--- src/rtl/pmu_pkg.sv ---
package pmu_pkg;

    localparam int CODE_W   = 8;
    localparam int NUM_CTR  = 3;

    // counter slot order inside the unit, matches flag/enable bit order
    localparam int SLOT_EV0 = 0;
    localparam int SLOT_EV1 = 1;
    localparam int SLOT_CYC = 2;

    localparam logic [1:0] ADR_CTRL = 2'd0;
    localparam logic [1:0] ADR_CYC  = 2'd1;
    localparam logic [1:0] ADR_EV0  = 2'd2;
    localparam logic [1:0] ADR_EV1  = 2'd3;

    localparam int B_RUN     = 0;
    localparam int B_CLR_EV  = 1;
    localparam int B_CLR_CYC = 2;
    localparam int B_DIV     = 3;
    localparam int B_IEN_LO  = 4;
    localparam int B_FLG_LO  = 8;
    localparam int B_SEL1_LO = 12;
    localparam int B_SEL0_LO = 20;

    localparam logic [CODE_W-1:0] CODE_EXT = 8'h20;

    typedef enum logic [1:0] {
        ST_HALT     = 2'b00,
        ST_RUN      = 2'b01,
        ST_HALT_DIV = 2'b10,
        ST_RUN_DIV  = 2'b11
    } run_state_e;

    function automatic logic [1:0] slot_addr(input int slot);
        case (slot)
            SLOT_EV0: slot_addr = ADR_EV0;
            SLOT_EV1: slot_addr = ADR_EV1;
            default:  slot_addr = ADR_CYC;
        endcase
    endfunction

endpackage

--- src/rtl/pmu_evt_select.sv ---
module pmu_evt_select
    import pmu_pkg::*;
#(
    parameter int NUM_LINES = 19
) (
    input  logic [CODE_W-1:0]    code_i,
    input  logic [NUM_LINES-1:0] evt_i,
    input  logic                 ext_i,
    output logic                 hit_o
);

    logic [NUM_LINES-1:0] match;

    for (genvar i = 0; i < NUM_LINES; i++) begin : g_line
        assign match[i] = (code_i == CODE_W'(i)) && evt_i[i];
    end

    always_comb begin
        hit_o = |match;
        if (code_i == CODE_EXT) begin
            hit_o = ext_i;
        end
    end

endmodule

--- src/rtl/pmu_counter.sv ---
module pmu_counter #(
    parameter int DATA_W = 32
) (
    input  logic              clk,
    input  logic              rst_n,
    input  logic              clr_i,
    input  logic              load_i,
    input  logic [DATA_W-1:0] load_val_i,
    input  logic              inc_i,
    output logic [DATA_W-1:0] cnt_o,
    output logic              wrap_o
);

    logic [DATA_W-1:0] cnt_q;

    always_ff @(posedge clk or negedge rst_n) begin
        if (!rst_n) begin
            cnt_q <= '0;
        end else if (clr_i) begin
            cnt_q <= '0;
        end else if (load_i) begin
            cnt_q <= load_val_i;
        end else if (inc_i) begin
            cnt_q <= cnt_q + DATA_W'(1);
        end
    end

    assign wrap_o = inc_i && !clr_i && !load_i && (cnt_q == '1);
    assign cnt_o  = cnt_q;

endmodule

--- src/rtl/pmu_prescale.sv ---
module pmu_prescale #(
    parameter int PRE_LOG2 = 6
) (
    input  logic clk,
    input  logic rst_n,
    input  logic clr_i,
    input  logic adv_i,
    output logic tick_o,
    output logic at_last_o
);

    logic [PRE_LOG2-1:0] pre_q;

    always_ff @(posedge clk or negedge rst_n) begin
        if (!rst_n) begin
            pre_q <= '0;
        end else if (clr_i) begin
            pre_q <= '0;
        end else if (adv_i) begin
            pre_q <= pre_q + PRE_LOG2'(1);
        end
    end

    assign at_last_o = (pre_q == '1);
    assign tick_o    = adv_i && at_last_o;

endmodule

--- src/rtl/pmu_ctrl.sv ---
module pmu_ctrl
    import pmu_pkg::*;
(
    input  logic               clk,
    input  logic               rst_n,
    input  logic               wr_i,
    input  logic               wr_run_i,
    input  logic               wr_div_i,
    input  logic [NUM_CTR-1:0] wr_ien_i,
    input  logic [NUM_CTR-1:0] wr_ack_i,
    input  logic [CODE_W-1:0]  wr_sel0_i,
    input  logic [CODE_W-1:0]  wr_sel1_i,
    input  logic [NUM_CTR-1:0] wrap_i,
    output logic               running_o,
    output logic               div_mode_o,
    output logic [NUM_CTR-1:0] ien_o,
    output logic [NUM_CTR-1:0] flag_o,
    output logic [CODE_W-1:0]  sel0_o,
    output logic [CODE_W-1:0]  sel1_o
);

    run_state_e state_q, state_d;
    logic [NUM_CTR-1:0] ien_q, flag_q, flag_d;
    logic [CODE_W-1:0]  sel0_q, sel1_q;

    // state register
    always_ff @(posedge clk or negedge rst_n) begin
        if (!rst_n) begin
            state_q <= ST_HALT;
        end else begin
            state_q <= state_d;
        end
    end

    // next state: every control write jumps to the state its run/div bits name
    always_comb begin
        state_d = state_q;
        if (wr_i) begin
            unique case ({wr_div_i, wr_run_i})
                2'b00: state_d = ST_HALT;
                2'b01: state_d = ST_RUN;
                2'b10: state_d = ST_HALT_DIV;
                2'b11: state_d = ST_RUN_DIV;
            endcase
        end
    end

    // state outputs
    always_comb begin
        unique case (state_q)
            ST_HALT:     begin running_o = 1'b0; div_mode_o = 1'b0; end
            ST_RUN:      begin running_o = 1'b1; div_mode_o = 1'b0; end
            ST_HALT_DIV: begin running_o = 1'b0; div_mode_o = 1'b1; end
            ST_RUN_DIV:  begin running_o = 1'b1; div_mode_o = 1'b1; end
        endcase
    end

    // sticky flags: a wrap wins over an acknowledge in the same cycle
    for (genvar i = 0; i < NUM_CTR; i++) begin : g_flag
        assign flag_d[i] = wrap_i[i] || (flag_q[i] && !(wr_i && wr_ack_i[i]));
    end

    always_ff @(posedge clk or negedge rst_n) begin
        if (!rst_n) begin
            ien_q  <= '0;
            flag_q <= '0;
            sel0_q <= '0;
            sel1_q <= '0;
        end else begin
            flag_q <= flag_d;
            if (wr_i) begin
                ien_q  <= wr_ien_i;
                sel0_q <= wr_sel0_i;
                sel1_q <= wr_sel1_i;
            end
        end
    end

    assign ien_o  = ien_q;
    assign flag_o = flag_q;
    assign sel0_o = sel0_q;
    assign sel1_o = sel1_q;

endmodule

--- src/rtl/perf_mon_unit.sv ---
module perf_mon_unit
    import pmu_pkg::*;
#(
    parameter int DATA_W    = 32,
    parameter int NUM_LINES = 19,
    parameter int PRE_LOG2  = 6
) (
    input  logic                 clk,
    input  logic                 rst_n,
    input  logic [NUM_LINES-1:0] evt_i,
    input  logic                 ext_evt_i,
    input  logic                 reg_we_i,
    input  logic [1:0]           reg_addr_i,
    input  logic [DATA_W-1:0]    reg_wdata_i,
    output logic [DATA_W-1:0]    reg_rdata_o,
    output logic                 irq_o
);

    logic                            ctrl_wr;
    logic                            running, div_mode;
    logic [NUM_CTR-1:0]              ien, flag, wrap, inc, clr, load;
    logic [CODE_W-1:0]               sel0, sel1;
    logic [1:0][CODE_W-1:0]          sel;
    logic [1:0]                      ev_hit;
    logic [NUM_CTR-1:0][DATA_W-1:0]  cnt;
    logic                            pre_tick, pre_last;
    logic [DATA_W-1:0]               ctrl_word;

    assign ctrl_wr = reg_we_i && (reg_addr_i == ADR_CTRL);

    pmu_ctrl u_ctrl (
        .clk        (clk),
        .rst_n      (rst_n),
        .wr_i       (ctrl_wr),
        .wr_run_i   (reg_wdata_i[B_RUN]),
        .wr_div_i   (reg_wdata_i[B_DIV]),
        .wr_ien_i   (reg_wdata_i[B_IEN_LO +: NUM_CTR]),
        .wr_ack_i   (reg_wdata_i[B_FLG_LO +: NUM_CTR]),
        .wr_sel0_i  (reg_wdata_i[B_SEL0_LO +: CODE_W]),
        .wr_sel1_i  (reg_wdata_i[B_SEL1_LO +: CODE_W]),
        .wrap_i     (wrap),
        .running_o  (running),
        .div_mode_o (div_mode),
        .ien_o      (ien),
        .flag_o     (flag),
        .sel0_o     (sel0),
        .sel1_o     (sel1)
    );

    assign sel[0] = sel0;
    assign sel[1] = sel1;

    for (genvar e = 0; e < 2; e++) begin : g_sel
        pmu_evt_select #(.NUM_LINES(NUM_LINES)) u_sel (
            .code_i (sel[e]),
            .evt_i  (evt_i),
            .ext_i  (ext_evt_i),
            .hit_o  (ev_hit[e])
        );
    end

    pmu_prescale #(.PRE_LOG2(PRE_LOG2)) u_pre (
        .clk       (clk),
        .rst_n     (rst_n),
        .clr_i     (clr[SLOT_CYC]),
        .adv_i     (running && div_mode),
        .tick_o    (pre_tick),
        .at_last_o (pre_last)
    );

    assign clr[SLOT_EV0] = ctrl_wr && reg_wdata_i[B_CLR_EV];
    assign clr[SLOT_EV1] = ctrl_wr && reg_wdata_i[B_CLR_EV];
    assign clr[SLOT_CYC] = ctrl_wr && reg_wdata_i[B_CLR_CYC];

    assign inc[SLOT_EV0] = running && ev_hit[0];
    assign inc[SLOT_EV1] = running && ev_hit[1];
    assign inc[SLOT_CYC] = running && (div_mode ? pre_tick : 1'b1);

    for (genvar s = 0; s < NUM_CTR; s++) begin : g_ctr
        assign load[s] = reg_we_i && (reg_addr_i == slot_addr(s));
        pmu_counter #(.DATA_W(DATA_W)) u_cnt (
            .clk        (clk),
            .rst_n      (rst_n),
            .clr_i      (clr[s]),
            .load_i     (load[s]),
            .load_val_i (reg_wdata_i),
            .inc_i      (inc[s]),
            .cnt_o      (cnt[s]),
            .wrap_o     (wrap[s])
        );
    end

    always_comb begin
        ctrl_word                               = '0;
        ctrl_word[B_RUN]                        = running;
        ctrl_word[B_DIV]                        = div_mode;
        ctrl_word[B_IEN_LO +: NUM_CTR]          = ien;
        ctrl_word[B_FLG_LO +: NUM_CTR]          = flag;
        ctrl_word[B_SEL1_LO +: CODE_W]          = sel1;
        ctrl_word[B_SEL0_LO +: CODE_W]          = sel0;
    end

    always_comb begin
        unique case (reg_addr_i)
            ADR_CTRL: reg_rdata_o = ctrl_word;
            ADR_CYC:  reg_rdata_o = cnt[SLOT_CYC];
            ADR_EV0:  reg_rdata_o = cnt[SLOT_EV0];
            ADR_EV1:  reg_rdata_o = cnt[SLOT_EV1];
        endcase
    end

    assign irq_o = |(flag & ien);

endmodule

--- config.mk ---
export PLATFORM = sky130hd
export DESIGN_NAME = perf_mon_unit
export DESIGN_NICKNAME = d
export VERILOG_FILES = /design/src/rtl/pmu_pkg.sv /design/src/rtl/pmu_evt_select.sv /design/src/rtl/pmu_counter.sv /design/src/rtl/pmu_prescale.sv /design/src/rtl/pmu_ctrl.sv /design/src/rtl/perf_mon_unit.sv
export SDC_FILE = /design/constraint.sdc
export NUM_CORES = 1
export LEC_CHECK = 0
export CAP_MARGIN = 10
export CORE_AREA = 10 10 215 176
export CTS_CLUSTER_DIAMETER = 30
export DETAILED_ROUTE_END_ITERATION = 8
export DIE_AREA = 0 0 225 186
export DONT_BUFFER_PORTS = 1
export PLACE_DENSITY_LB_ADDON = 0.1
export SLEW_MARGIN = 5
export SYNTH_ARGS = -nofsm -noshare
export SYNTH_HDL_FRONTEND = slang
export SYNTH_SLANG_ARGS = --single-unit
--- constraint.sdc ---
create_clock -name clk -period 6.3 [get_ports clk]
set_input_delay 1.89 -clock clk [delete_from_list [all_inputs] [get_ports clk]]
set_output_delay 1.89 -clock clk [all_outputs]
set_load 0.03 [all_outputs]
# [After elaboration in Yosys (flattened, before gate mapping)]
# Index checks and enable logic that the tools add are counted.
[totals] ff_bits=126 in_bits=57 output_inout_bits=33 word_cells=174
[classes] n_addsub=4 eq_ne=51 n_mux=18 bitwise_logic=1 reduce_logical=91
[ops] operator="$mux W32" n=9
[ops] operator="$eq A8 B4 Y1 const B" n=16
[ops] operator="$pmux W32 S4" n=1
[ops] operator="$add A32 B1 Y32 const B" n=3
[ops] operator="$eq A32 B32 Y1 const B" n=3
[ops] operator="$eq A8 B3 Y1 const B" n=8
[ops] operator="$logic_and A1 B1 Y1" n=64
[ops] operator="$eq A8 B5 Y1 const B" n=6
[ops] operator="$reduce_or A19 Y1" n=2
[ops] operator="$eq A8 B2 Y1 const B" n=4
[ops] operator="$eq A8 B1 Y1 const B" n=2
[ops] operator="$eq A8 B6 Y1 const B" n=2
[ops] operator="$logic_not A8 Y1" n=2
[ops] operator="$eq A2 B2 Y1 const B" n=6
[ops] operator="$mux W6" n=2
[ops] operator="$reduce_bool A3 Y1" n=3
[ops] operator="$logic_not A1 Y1" n=8
[ops] operator="$pmux W2 S4" n=1
[ops] operator="$reduce_or A2 Y1" n=4
[ops] operator="$add A6 B1 Y6 const B" n=1
[ops] operator="$eq A2 B1 Y1 const B" n=3
[ops] operator="$eq A6 B6 Y1 const B" n=1
[ops] operator="$logic_not A2 Y1" n=3
[ops] operator="$pmux W1 S2" n=2
[ops] operator="other kinds (5)" n=9

# [Depth between registers and ports, before layout]
# Gate-level depths: netlist of run 1.
[logic_depth] depth_word=11 mapped_depth=9

# [By module]
# Synthesis of run 1 repeated with hierarchy kept, for this count alone.
[hier_totals] hier_cells=970 hier_area_um2=9474.1
[modules_own_cells] mod="pmu_counter" instances=3 cells_each=257 area_each_um2=2254.7 seq_area_each_um2=800.8
[modules_own_cells] mod="pmu_ctrl" instances=1 cells_each=56 area_each_um2=988.4 seq_area_each_um2=600.6
[modules_own_cells] mod="perf_mon_unit" instances=1 cells_each=64 area_each_um2=923.4 seq_area_each_um2=0.0
[modules_own_cells] mod="pmu_evt_select" instances=2 cells_each=25 area_each_um2=252.7 seq_area_each_um2=0.0
[modules_own_cells] mod="pmu_prescale" instances=1 cells_each=29 area_each_um2=292.8 seq_area_each_um2=150.1

# [Worst setup path after synthesis of run 1]
# OpenSTA, ideal clock, no wires.
[synth_path] kind="input -> output" from="input reg_addr_i[0]" to="output reg_rdata_o[20]" arrival_ns=3.608 slack_ns=0.802 stages=5 path_cell_list="clkbuf_1 clkbuf_1 clkbuf_1 buf_1 mux4_1"
[synth_via] elab_chain_cells=2 elab_cells_between_ends=5 classes_between="3 x eq/ne; 1 x mux; 1 x reduce/logical"
[synth_lines] item="start: declaration" line_no="perf_mon_unit.sv:13" rtl="input logic [1:0] reg_addr_i,"
[synth_lines] item="$eq A2 B2 Y1 (tied with other cells)" line_no="perf_mon_unit.sv:104" rtl="unique case (reg_addr_i)"
[synth_lines] item="$pmux W32 S4 (*)" line_no="perf_mon_unit.sv:104"
[synth_lines] item="end: declaration" line_no="perf_mon_unit.sv:15" rtl="output logic [DATA_W-1:0] reg_rdata_o,"
# Mark *: on every way between the ends. The rest lies on a longest branch, timed or not.

# [Worst setup path in the final report of run 1]
[layout_path] from="input reg_addr_i[0]" to="output reg_rdata_o[7]"
# The elaborated chain is that of the path after synthesis.

==> flow_metrics.tcl, run 1 <==
set metrics [dict create \
    numClockSinks 126 \
    syn_to_final_growth_pct 11.25 \
    drt_iter0_markers 505 \
    die_y_microns 186 \
    start_util_pct 24.84 \
    cts_resized 0 \
    setup_viol 0 \
    yosysMostFrequentCell "dfrtp_1" \
    async_flop_share_pct 100.0 \
    critPathCaptureType "output pin" \
    worstPathArrival_ns 2.84 \
    seq_area_sq_um 3153 \
    diodes 0 \
    cts-root-buf "clkbuf_16" \
    synth_flop_cell "dfrtp_1" \
    start_kind "primary input" \
    cts_setup_buffers 0 \
    yosysTopAreaCellShare_pct 37.99 \
    drive_gt1_share_pct 13.06 \
    ios 90 \
    vias 7147 \
    skew_ns 0.01473 \
    relSlewSlack_pct 27.18 \
    ir_worst_vdd_mv 0.1872 \
    finalCoreUtilization_pct 27.64 \
    cp_max_fo 45 \
    critical_path.cell_chain "nor2b_1, a22o_1" \
    wl_per_cell_microns 27.48 \
    worst-path-buf-inv 0 \
    grt_overflow 0 \
    r2r_slack_ns 3.22 \
    dp_hpwl_mm 25.56 \
    wirelength_mm 35.69 \
    die_area_sq_um 41850 \
    cts-buffers-inserted 17 \
    grt_pass1_vias 6956 \
    final_nets 913 \
    gr-usage-met3_pct 3.744 \
    yosysUniqueCellTypes 73 \
    ys_ff_latch 126 \
    syn_area_per_cell_sq_um 9.399 \
    syn_nets 944 \
    power_density_nw_per_um2 313.7 \
    drv_slew 0 \
    coreArea_sq_um 33410 \
    cp_top_family "simple AND/OR/NAND/NOR gates" \
    rows 60 \
    clk_pin_slew_ns 0.06 \
    drv_cap 0 \
    grt_setup_unrepaired "no" \
    slowest_delay_ns 0.48 \
    synthesis.area_sq_um 8299 \
    p_total_uw 2896 \
    antenna_found_initial 3 \
    antenna_left 0 \
    cts_tree "built" \
    required_ns 4.41 \
    globalRouteMet1Util_pct 23.64 \
    worst_hold_slack_ns 0.5519 \
    yosysTopAreaCell "dfrtp_1" \
    grt_usage_pct 17.10 \
    netlist_instances 883 \
    drc_errors 0 \
    max_freq_mhz 211.4 \
    use_met2_pct 26.70 \
    multiInputGateArea_sq_um 4846 \
    ctsHoldBuffers 0 \
    worst_path_max_delay_cell "nor2b_1" \
    synth-edff-count 0 \
    n_fill_cell 3521 \
    die_x_microns 225 \
    hold_violations 0 \
    crit_type "primary input to output pin" \
    p_leak_uw 0.003408 \
    cts_buffer_depth 2 \
    status "completed" \
    finalCritPeriodShare_pct 75.07 \
    port_buffers 0 \
    grt_busiest_layer "met2" \
    worst_hold_path_type "flop to flop" \
    finalSetupTns_ns 0 \
    clock_latency_ns 0.43 \
    ys_warn_count 0 \
    drt-vias-per-instance 5.502 \
    synth_common_cells "126 x dfrtp_1, 92 x o21ai_0, 74 x nand2_1, 68 x a21oi_1, 47 x nor2_1" \
    synth-seq-area-share_pct 37.99 \
    first_pass_iters 5 \
    htree_levels 4 \
    finalWeightedCongestion 0.7953 \
    pre_cts_ws_ns 1.602 \
    synth.area.top_cells "dfrtp_1 38%, mux4_2 7.3%, o21ai_0 5.5%" \
    finalCriticalPeriod_ns 4.729 \
    grt_pass1_wl_mm 51.99 \
    fin_ws_ns 1.571 \
    grt_max_degree 127 \
    tightest_slew_ns 1.084 \
]
cells in the final DEF (no fill, tap or decap), types with 6 or more instances in the layout:
cell type,netlist,layout
a31oi_1,6,6
xnor2_1,19,19
and2_1,10,9
clkbuf_16,0,17
nand4_1,28,28
mux2i_1,8,8
mux2_2,26,26
or3_1,6,6
o211ai_1,21,21
nand2_1,74,74
dfrtp_1,126,126
o31ai_1,6,6
inv_1,12,12
nor2_1,47,47
nor4_1,10,10
and3_1,22,22
xor2_1,34,34
a22o_1,10,10
mux4_2,27,27
buf_4,3,9
nand3_1,45,45
nand3b_1,6,6
o21ai_0,92,92
nor3_1,32,32
a21oi_1,68,68
o311ai_0,7,7
sequential cells by signal (all words and copies together) (netlist names):
| signal | count |
|---|---|
| u_ctrl.sel0_o | 8 |
| u_ctrl.ien_o | 3 |
| u_ctrl.state_q | 2 |
| g_ctr.u_cnt.cnt_o | 96 |
| u_ctrl.flag_o | 3 |
| u_pre.pre_q | 6 |
| u_ctrl.sel1_o | 8 |
report_power, final:
part | switching, uW | internal (uW) | leakage, uW | total (uW)
Combinational | 367 | 277 | 0.00157 | 644
Clock | 401 | 602 | 0.000272 | 1000
Sequential | 280 | 968 | 0.00156 | 1250
logic make-up after synthesis:
group	synth area share (%)
compound gates	19.04
xor+xnor	5.593
fa+ha+maj	0.6031
buf+inv	3.980
flops	37.99
mux	13.09
simple gates	19.70
cell type report:
class | instances | share of cell area, %
sequential | 126 | 34.15
multi-input combinational | 686 | 52.49
tap | 434 | 5.882
inverter | 12 | 0.4879
timing repair buffer | 9 | 0.7318
clock buffer | 22 | 5.028
clock inverter | 10 | 1.233
layer usage:
layer  part of all wire [%]  up-vias
li1                       -     3289
met1                     48     3659
met2                     46      177
met3                    5.2       22
met4                    1.1        0
met5                      0        -
final timing paths:
kind | depth (start not counted) | to | startpoint
min reg2reg | 1 | u_ctrl.ien_o[2]$_DFFE_PN0P_ | u_ctrl.ien_o[2]$_DFFE_PN0P_
max in group asynchronous | 0 | u_pre.pre_q[4]$_DFFE_PN0P_ | rst_n
max reg2reg | 8 | g_ctr[1].u_cnt.cnt_o[30]$_DFFE_PN0P_ | u_ctrl.sel1_o[0]$_DFFE_PN0P_
min | 1 | u_ctrl.ien_o[2]$_DFFE_PN0P_ | u_ctrl.ien_o[2]$_DFFE_PN0P_
max | 2 | reg_rdata_o[7] | reg_addr_i[0]
min in group asynchronous | 0 | g_ctr[0].u_cnt.cnt_o[15]$_DFFE_PN0P_ | rst_n
per-stage QoR:
stage | cell area [sq um] | instances
2_1_floorplan | 8299 | 883
3_5_place_dp | 8655 | 1267
4_1_cts | 9233 | 1299
6_report | 9233 | 1299
3_3_place_gp | 8655 | 1267
5_1_grt | 9233 | 1299
(Power assumes the default switching activity.)
==> run 2, diff against run 1 <==
==> constraint.sdc (replaced) <==
create_clock -name clk -period 4.94 [get_ports clk]
set_input_delay 1.482 -clock clk [delete_from_list [all_inputs] [get_ports clk]]
set_output_delay 1.482 -clock clk [all_outputs]
set_load 0.03 [all_outputs]
==> flow_metrics.tcl, run 2 (synthesis results as in run 1) <==
set metrics [dict create \
    first_pass_iters 4 \
    critical_path.cell_chain "nor2b_1, a22o_1" \
    clk_pin_slew_ns 0.06 \
    cts_resized 0 \
    crit_type "primary input to output pin" \
    ir_worst_vdd_mv 0.2248 \
    combPwrFrac_pct 23.0 \
    diodes 0 \
    finalSetupTns_ns 0 \
    syn_to_final_growth_pct 10.66 \
    slowest_delay_ns 0.46 \
    p_int_uw 2297 \
    clock_power_share_pct 32.9 \
    status "completed" \
    final_nets 916 \
    start_util_pct 24.84 \
    globalRouteMet1Util_pct 24.47 \
    coreArea_sq_um 33410 \
    antenna_left 0 \
    hold_violations 0 \
    ctsHoldBuffers 0 \
    die_area_sq_um 41850 \
    drc_errors 0 \
    mostFrequentLayoutCells "126 x dfrtp_1, 92 x o21ai_0, 74 x nand2_1" \
    drv_cap 0 \
    skew_ns 0.006924 \
    antenna_found_initial 0 \
    grt_max_degree 127 \
    clock_latency_ns 0.44 \
    grt_usage_pct 17.30 \
    die_x_microns 225 \
    port_buffers 0 \
    p_total_uw 3616 \
    cp_max_fo 45 \
    cts_setup_buffers 0 \
    worst_path_max_delay_cell "nor2b_1" \
    gr-usage-met3_pct 4.043 \
    finalCriticalPeriod_ns 3.870 \
    required_ns 3.46 \
    cts-root-buf "clkbuf_16" \
    worst_hold_path_type "flop to flop" \
    drv_slew 0 \
    die_y_microns 186 \
    cp_top_family "simple AND/OR/NAND/NOR gates" \
    tightest_slew_ns 1.242 \
    cts_buffer_depth 2 \
    placed_cells 1270 \
    finalWeightedCongestion 0.7921 \
    r2r_cells 8 \
    drt-vias-per-instance 5.509 \
    drt_iter0_markers 643 \
    relSlewSlack_pct 16.87 \
    path_depth 2 \
    htree_levels 4 \
    finalCritPeriodShare_pct 78.33 \
    worst-path-buf-inv 0 \
    critPathCaptureType "output pin" \
    n_fill_cell 3484 \
    cts-buffers-inserted 17 \
    numClockSinks 126 \
    largest_register_ffs 96 \
    grt_overflow 0 \
    max_freq_mhz 258.4 \
    setup_viol 0 \
    holdPathStages 1 \
    dp_hpwl_mm 26.03 \
    grt_pass1_wl_mm 52.49 \
    finalCoreUtilization_pct 27.49 \
    use_met2_pct 25.95 \
    vias 7145 \
    power_switching_uw 1318 \
    grt_pass1_vias 6968 \
    cts_tree "built" \
    wl_per_cell_microns 27.36 \
    layout_commonest_cell "dfrtp_1" \
    rows 60 \
    grt_busiest_layer "met2" \
    finalNonFillerCells 1297 \
    p_leak_uw 0.003402 \
    ios 90 \
    worstPathArrival_ns 2.39 \
    sw_frac_of_total_pct 36.46 \
    drive_gt1_share_pct 12.86 \
    start_kind "primary input" \
    power_density_nw_per_um2 393.7 \
    p_seq_share_pct 44.1 \
    grt_setup_unrepaired "no" \
    wirelength_mm 35.49 \
]
[run 2: cell types whose count changed in the layout (fill, tap and decap cells not counted), moves of 2 or more]
cell,change
clkbuf_8,+4
clkinvlp_4,-4
buf_4,+3
bufinv_16,-2
clkinv_2,-2
[run 2: path summary, 6_finish.rpt]
kind                       slack [ns]                                   end                          from
min in group asynchronous        0.75          u_ctrl.sel1_o[0]$_DFFE_PN0P_                         rst_n
setup / recovery                 1.07                       reg_rdata_o[31]                 reg_addr_i[0]
max in group asynchronous        3.91  g_ctr[1].u_cnt.cnt_o[25]$_DFFE_PN0P_                         rst_n
hold reg to reg                  0.54           u_ctrl.ien_o[2]$_DFFE_PN0P_   u_ctrl.ien_o[2]$_DFFE_PN0P_
setup reg to reg                 1.91   g_ctr[1].u_cnt.cnt_o[9]$_DFFE_PN0P_  u_ctrl.sel1_o[0]$_DFFE_PN0P_
hold / removal                   0.54           u_ctrl.ien_o[2]$_DFFE_PN0P_   u_ctrl.ien_o[2]$_DFFE_PN0P_
[run 2: stage by stage]
stage	instance area [sq um]	worst slack [ns]	hold WS, ns
3_3_place_gp	8660	1.098	0.5206
6_report	9184	1.070	0.5389
5_1_grt	9184	1.006	0.5605
2_1_floorplan	8299	0.2577	0.4631
3_5_place_dp	8660	1.074	0.5255
4_1_cts	9184	1.074	0.5387
[run 2: final cells by class]
class                      instances  area (sq um)  share of cell area [%]
clock inverter                     1         5.005                 0.05450
tap                              434         543.0                   5.913
inverter                          12         45.04                  0.4905
clock buffer                      26         519.2                   5.654
multi-input combinational        686          4828                   52.57
sequential                       126          3153                   34.33
timing repair buffer              12         90.09                  0.9809
[run 2: power by group through the flow]
stage | combinational [uW] | sequential (uW) | clock (uW)
6_report | 832 | 1590 | 1190
5_1_grt | 902 | 1630 | 1270
4_1_cts | 836 | 1590 | 1220
3_5_place_dp | 833 | 1610 | 0
3_3_place_gp | 833 | 1620 | 0
2_1_floorplan | 715 | 1430 | 0
[run 2: metal layers]
metal | part of all wire, % | up-vias
met2 | 45 | 171
met1 | 48 | 3665
li1 | - | 3287
met5 | 0 | -
met4 | 1.2 | 0
met3 | 5.6 | 22
[run 2: worst register-to-register path: stages, from the launching register on]
cell and delay, ns:
dfrtp_1 0.55, mux4_2 0.42, mux2i_1 0.08, or4b_4 0.51, a31oi_4 0.67, buf_4 0.29, nand4_1 0.11, xor2_1 0.17
a21oi_1 0.14
